`src/rtl/clkdiv_pkg.sv`:
```
package clkdiv_pkg;

  typedef enum logic {
    A_DIV2 = 1'b0,
    A_DIV4 = 1'b1
  } a_mode_e;

  typedef enum logic [1:0] {
    B_DIV4 = 2'd0,
    B_DIV6 = 2'd1,
    B_DIV5 = 2'd2
  } b_mode_e;

  typedef struct packed {
    a_mode_e a;
    b_mode_e b;
  } div_mode_t;

  localparam div_mode_t MODE_RST = '{a: A_DIV2, b: B_DIV4};
  localparam int unsigned MAX_PERIOD = 6;

  function automatic div_mode_t decode_sel(logic sa, logic [1:0] sb);
    div_mode_t m;
    m.a = sa ? A_DIV4 : A_DIV2;
    if (sb[1])      m.b = B_DIV5;
    else if (sb[0]) m.b = B_DIV6;
    else            m.b = B_DIV4;
    return m;
  endfunction

  function automatic int unsigned a_period(a_mode_e m);
    return (m == A_DIV4) ? 4 : 2;
  endfunction

  function automatic int unsigned a_high(a_mode_e m);
    return a_period(m) / 2;
  endfunction

  function automatic int unsigned b_period(b_mode_e m);
    case (m)
      B_DIV6:  return 6;
      B_DIV5:  return 5;
      default: return 4;
    endcase
  endfunction

  // /5 is 2 high, 3 low; others are 50 %
  function automatic int unsigned b_high(b_mode_e m);
    case (m)
      B_DIV6:  return 3;
      default: return 2;
    endcase
  endfunction

endpackage

```
`src/rtl/clkdiv_en_sync.sv`:
```
module clkdiv_en_sync (
  input  logic clk_i,
  input  logic rst_ni,
  input  logic en_ni,
  output logic run_o
);

  logic hold_q;

  // captured on the falling edge so gating lands while the clock is low
  always_ff @(negedge clk_i or negedge rst_ni) begin
    if (!rst_ni) hold_q <= 1'b1;
    else         hold_q <= en_ni;
  end

  assign run_o = !hold_q;

endmodule

```
`src/rtl/clkdiv_phase_gen.sv`:
```
module clkdiv_phase_gen #(
  parameter int unsigned CNT_W = 3
) (
  input  logic             clk_i,
  input  logic             rst_ni,
  input  logic             run_i,
  input  logic [CNT_W-1:0] last_i,
  input  logic [CNT_W-1:0] high_i,
  output logic             wrap_o,
  output logic             div_o
);

  logic [CNT_W-1:0] cnt_q, cnt_nxt;
  logic             div_q;

  // reset value all-ones is past any last_i: the first enabled edge restarts at 0
  assign wrap_o  = (cnt_q >= last_i);
  assign cnt_nxt = wrap_o ? '0 : cnt_q + CNT_W'(1);

  always_ff @(posedge clk_i or negedge rst_ni) begin
    if (!rst_ni) begin
      cnt_q <= '1;
      div_q <= 1'b0;
    end else if (run_i) begin
      cnt_q <= cnt_nxt;
      div_q <= (cnt_nxt < high_i);
    end
  end

  assign div_o = div_q;

endmodule

```
`src/rtl/clkdiv_mode_ctrl.sv`:
```
module clkdiv_mode_ctrl
  import clkdiv_pkg::*;
(
  input  logic       clk_i,
  input  logic       rst_ni,
  input  logic       run_i,
  input  logic       wrap_all_i,
  input  logic       sel_a_i,
  input  logic [1:0] sel_b_i,
  output div_mode_t  mode_o
);

  div_mode_t mode_q;

  // load only where every counter restarts, outputs are then all low
  always_ff @(posedge clk_i or negedge rst_ni) begin
    if (!rst_ni)                  mode_q <= MODE_RST;
    else if (run_i && wrap_all_i) mode_q <= decode_sel(sel_a_i, sel_b_i);
  end

  assign mode_o = mode_q;

endmodule

```
`src/rtl/clkdiv_dual.sv`:
```
module clkdiv_dual
  import clkdiv_pkg::*;
#(
  parameter int unsigned CNT_W = 3
) (
  input  logic       clk_i,
  input  logic       rst_ni,
  input  logic       en_ni,
  input  logic       sel_a_i,
  input  logic [1:0] sel_b_i,
  output logic       div_a_o,
  output logic       div_b_o
);

  localparam int unsigned NUM_CH = 2;

  logic                run;
  logic                wrap_all;
  div_mode_t           mode_q;
  logic [NUM_CH-1:0]   wrap;
  logic [NUM_CH-1:0]   div;
  logic [CNT_W-1:0]    last [NUM_CH];
  logic [CNT_W-1:0]    high [NUM_CH];

  clkdiv_en_sync u_en_sync (
    .clk_i  (clk_i),
    .rst_ni (rst_ni),
    .en_ni  (en_ni),
    .run_o  (run)
  );

  clkdiv_mode_ctrl u_mode_ctrl (
    .clk_i      (clk_i),
    .rst_ni     (rst_ni),
    .run_i      (run),
    .wrap_all_i (wrap_all),
    .sel_a_i    (sel_a_i),
    .sel_b_i    (sel_b_i),
    .mode_o     (mode_q)
  );

  assign last[0] = CNT_W'(a_period(mode_q.a) - 1);
  assign high[0] = CNT_W'(a_high(mode_q.a));
  assign last[1] = CNT_W'(b_period(mode_q.b) - 1);
  assign high[1] = CNT_W'(b_high(mode_q.b));

  assign wrap_all = &wrap;

  for (genvar ch = 0; ch < NUM_CH; ch++) begin : g_ch
    clkdiv_phase_gen #(
      .CNT_W (CNT_W)
    ) u_phase (
      .clk_i  (clk_i),
      .rst_ni (rst_ni),
      .run_i  (run),
      .last_i (last[ch]),
      .high_i (high[ch]),
      .wrap_o (wrap[ch]),
      .div_o  (div[ch])
    );
  end

  assign div_a_o = div[0];
  assign div_b_o = div[1];

endmodule

```
`config.mk`:
```
export PLATFORM = sky130hd
export DESIGN_NAME = clkdiv_dual
export DESIGN_NICKNAME = d
export VERILOG_FILES = /design/src/rtl/clkdiv_pkg.sv /design/src/rtl/clkdiv_en_sync.sv /design/src/rtl/clkdiv_phase_gen.sv /design/src/rtl/clkdiv_mode_ctrl.sv /design/src/rtl/clkdiv_dual.sv
export SDC_FILE = /design/constraint.sdc
export NUM_CORES = 1
export LEC_CHECK = 0
export BUFFER_PORTS_ARGS = -buffer_cell sky130_fd_sc_hd__buf_2
export CAP_MARGIN = 25
export CORE_AREA = 3 3 40 42
export DETAILED_ROUTE_END_ITERATION = 8
export DIE_AREA = 0 0 43 45
export GPL_TIMING_DRIVEN = 0
export PLACE_DENSITY = 0.74
export SLEW_MARGIN = 20
export SYNTH_ARGS = -nofsm -noshare
export SYNTH_HDL_FRONTEND = slang
export SYNTH_SLANG_ARGS = --single-unit
```
`constraint.sdc`:
```
create_clock -name clk_i -period 4.6 [get_ports clk_i]
set_clock_uncertainty 0.15 [all_clocks]
set_input_delay 0.23 -clock clk_i [delete_from_list [all_inputs] [get_ports clk_i]]
set_output_delay 0.23 -clock clk_i [all_outputs]
set_load 0.01 [all_outputs]
```
==> reports/summary.log <==
[floorplanning] die width 43 um
[route] routed vias/inst 5.407
[finish] Antenna Cells 0
[hold_path] hold-critical path depth 2
[synthesis] leading register cell type out of synthesis sky130_fd_sc_hd__dfstp_2
[finish] filler-free cell count of the finished design 91
[grt] total global routing overflow 0
[power] combinational cell fraction of total power 0.544
[hold_path] type of the worst min-delay path primary input to flop
[floorplanning] I/O pins 8
[route] total detailed-routing wirelength 1.156 mm
[sta] Setup Viol. Count Final 0
[route] wire per inst 12.70 um
[critical_path] Setup crit start kind flop
[finish] Multi-input gate area 375.4 sq um
[clock_tree] total number of H-tree levels 1
[clock_tree] number of clock sinks 12
[power] switching share of power 0.4015
[synthesis] top cell types by occurrence after synthesis sky130_fd_sc_hd__ha_1 (9), sky130_fd_sc_hd__inv_1 (8), sky130_fd_sc_hd__dfstp_2 (7), sky130_fd_sc_hd__dfrtp_1 (5), sky130_fd_sc_hd__nand2_1 (4)
[grt] gr usage total 0.1475
[finish] fin util 0.6378
[clock_tree] CTS tree built
[placed_design] total placed cells including tap cells 86
[route] count of unresolved DRC violations after routing 0
[power] total leakage power 0.0004256 uW
[grt] via count of the first global-routing pass 483
[route] number of antenna-violating nets in the routed design 0
[synthesis] synthesized-area fraction occupied by and/or/nand/nor cells 0.1339
[clock_tree] clock root buffer sky130_fd_sc_hd__clkbuf_4
[power] portion of total power attributed to the clock network 0.133
[route] count of routing violations after the opening detailed-route iteration 3
[synthesis] cell types with the largest area share after synthesis sky130_fd_sc_hd__dfstp_2 (26%), sky130_fd_sc_hd__dfrtp_1 (17%), sky130_fd_sc_hd__ha_1 (16%), sky130_fd_sc_hd__inv_1 (4.2%), sky130_fd_sc_hd__mux2_4 (4.2%)
[synthesis] post-synth design cell area 719.4 sq um
[placed_design] placed wire-length estimate 919.1 um
[finish] signed area change from the synthesized netlist to the final layout 13.91%
[critical_path] Worst Path Max Fanout 10
[synthesis] xor-xnor portion of the synthesized cell area 0.01217
[critical_path] critical path start-end classification flop to flop
[floorplanning] standard-cell row count 13
[sta] Least-Margin Pin Slew 0.2461 ns
[sta] Final Max Slew Viols 0
[floorplanning] core footprint 1285 sq um
[critical_path] endpoint kind of the worst setup timing path flop
[grt] largest net degree at the start of global routing 13
[synthesis] most common cell in the netlist sky130_fd_sc_hd__ha_1
[sta] worst hold slack after final layout 0.03620 ns
[synthesis] number of standard cells after synthesis 64
[sta] Slew Limit Headroom 0.8336
[synthesis] fraction of the mapped netlist area in adder cells 0.1565
[route] drt pass-1 iters 4
[finish] net count of the finished layout 92
[sta] Final TNS setup 0 ns
[synthesis] fraction of synthesis flops using an asynchronous set or reset pin 1.000
[finish] storage element area 309.0 sq um
[clock_tree] total CTS buffers 3
[grt] wire length of the first global-routing pass 1.973 mm
[floorplanning] vertical die dimension 45 um
[synthesis] Yosys warning count 0
[synthesis] average cell area after synthesis 11.24 sq um
[synthesis] main combinational cell family by area after synthesis adder cells
[critical_path] CP required 4.65 ns
[flow_run] MaxCap Viol Count 0
[synthesis] post-synth top area share 0.2557
[clock_tree] clock-pin slew on the worst setup and hold paths 0.07 ns
[sta] setup repair after global routing missed its margin no
[synthesis] leading area contributor after synthesis sky130_fd_sc_hd__dfstp_2
[placed_design] Post-Place Setup Slack 0.9317 ns
[power] P per Cell Area 798.3 nW/um^2
[synthesis] sequential cell area fraction in the yosys report 0.4296
[synthesis] multiplexer share of the synthesized area 0.08696
[clock_tree] latest clock arrival within the worst-skew pair 0.33 ns
[critical_path] worst endpoint data arrival time 3.77 ns
[finish] ratio of cells with drive above 1 in the final layout 0.3816
[finish] fillers 114
[synthesis] count of cell types in the netlist 26
[floorplanning] die outline area 1935 sq um
[route] vias after detailed routing 492
[floorplanning] initial core utilization 0.5599
[power] sequential share of power 0.323
[clock_tree] count of instances resized after the clock tree is built 0
[power] internal cell power 391.6 uW
[synthesis] Post-synth EDFFs 0
[grt] initial antenna violation count 0
[critical_path] FF-to-FF path depth 2
[synthesis] fraction of the mapped netlist area in compound gates 0.1322
[sta] final critical-path setup slack 0.8888 ns
[power] Sw Pwr 262.7 uW
[placed_design] Port Buffers 7
[sta] final hold violations 0
[clock_tree] Clock Tree Buf Depth 2
[power] IR Drop Worst-Case VDD 0.4126 mV
[synthesis] FF+latch count, synth 12
[synthesis] synthesized netlist net count 79
[outcome] outcome finished clean
[placed_design] Placer Congestion 0.6680
## layout by cell type (no fill, tap or decap), types with 3 or more instances in the layout
master	count
sky130_fd_sc_hd__nor3_1	3
sky130_fd_sc_hd__inv_1	8
sky130_fd_sc_hd__buf_2	8
sky130_fd_sc_hd__nand2_1	4
sky130_fd_sc_hd__dfstp_2	7
sky130_fd_sc_hd__dfrtp_1	5
sky130_fd_sc_hd__o21ai_0	3
sky130_fd_sc_hd__clkbuf_4	3
sky130_fd_sc_hd__ha_1	9
## worst paths after layout
path	startpoint	slack, ns	endpoint
max	u_en_sync.hold_q$_DFF_NN1_	0.89	g_ch[0].u_phase.cnt_q[1]$_DFFE_PN1N_
min	sel_a_i	0.04	u_mode_ctrl.mode_o[2]$_DFFE_PN0P_
max reg2reg	u_en_sync.hold_q$_DFF_NN1_	0.89	g_ch[0].u_phase.cnt_q[1]$_DFFE_PN1N_
min reg2reg	g_ch[0].u_phase.div_o$_DFFE_PN0N_	0.35	g_ch[0].u_phase.div_o$_DFFE_PN0N_
max in group asynchronous	rst_ni	1.58	u_en_sync.hold_q$_DFF_NN1_
min in group asynchronous	rst_ni	0.20	g_ch[1].u_phase.div_o$_DFFE_PN0N_
## critical path: stages (launching register included)
cell and delay [ns]:
sky130_fd_sc_hd__dfstp_2 0.55, sky130_fd_sc_hd__buf_2 0.22, sky130_fd_sc_hd__mux2_2 0.36
## repair_timing
action | in CTS | in global routing
endpoints found under the hold margin | 11 | 0
hold buffers | 1 | 0
buffers inserted | 0 | 0
## sequential cells by signal, indices dropped and copies added (netlist names)
name                cells
g_ch.u_phase.div_o      2
u_en_sync.hold_q        1
g_ch.u_phase.cnt_q      6
u_mode_ctrl.mode_o      3
## layout make-up
type | instances | share of cell area
multi-input combinational | 43 | 0.4580
sequential | 12 | 0.3771
timing repair buffer | 8 | 0.05496
clock buffer | 4 | 0.04427
inverter | 7 | 0.03206
tap | 15 | 0.02290
buffer | 1 | 0.006107
clock inverter | 1 | 0.004580
## power groups by stage
stage | Clock, uW | Sequential (uW) | Combinational, uW
2_1_floorplan | 2.72 | 206 | 294
3_3_place_gp | 2.72 | 209 | 341
3_5_place_dp | 2.72 | 213 | 360
4_1_cts | 90.5 | 211 | 362
5_1_grt | 95.8 | 218 | 405
6_report | 87.2 | 211 | 356
## metal layers
layer / global-route usage / routed length (um)
met1: 0.1472 / 470
met2: 0.2575 / 585
met3: 0.07171 / 82
met4: 0.07229 / 17
met5: 0 / 0
## cell families (layout without fill, tap and decap cells)
family                     after synthesis  count (layout)
and+or+nand+nor                         16              16
AOI/OAI and AO/OA                       12              12
DFF                                     12              12
adders and majority gates                9               9
buffers and inverters                    9              21
muxes                                    5               5
xor gates and xnor gates                 1               1
## metrics by stage
| stage | total power, uW | instance area [sq um] |
|---|---|---|
| final | 654.3 | 819.5 |
| after global routing | 719.2 | 819.5 |
| after CTS | 663.5 | 819.5 |
| after detailed placement | 575.1 | 773.2 |
| after global placement | 552.9 | 773.2 |
| after floorplan | 502.3 | 719.4 |
Note: power is estimated with default switching activity, not from simulation.
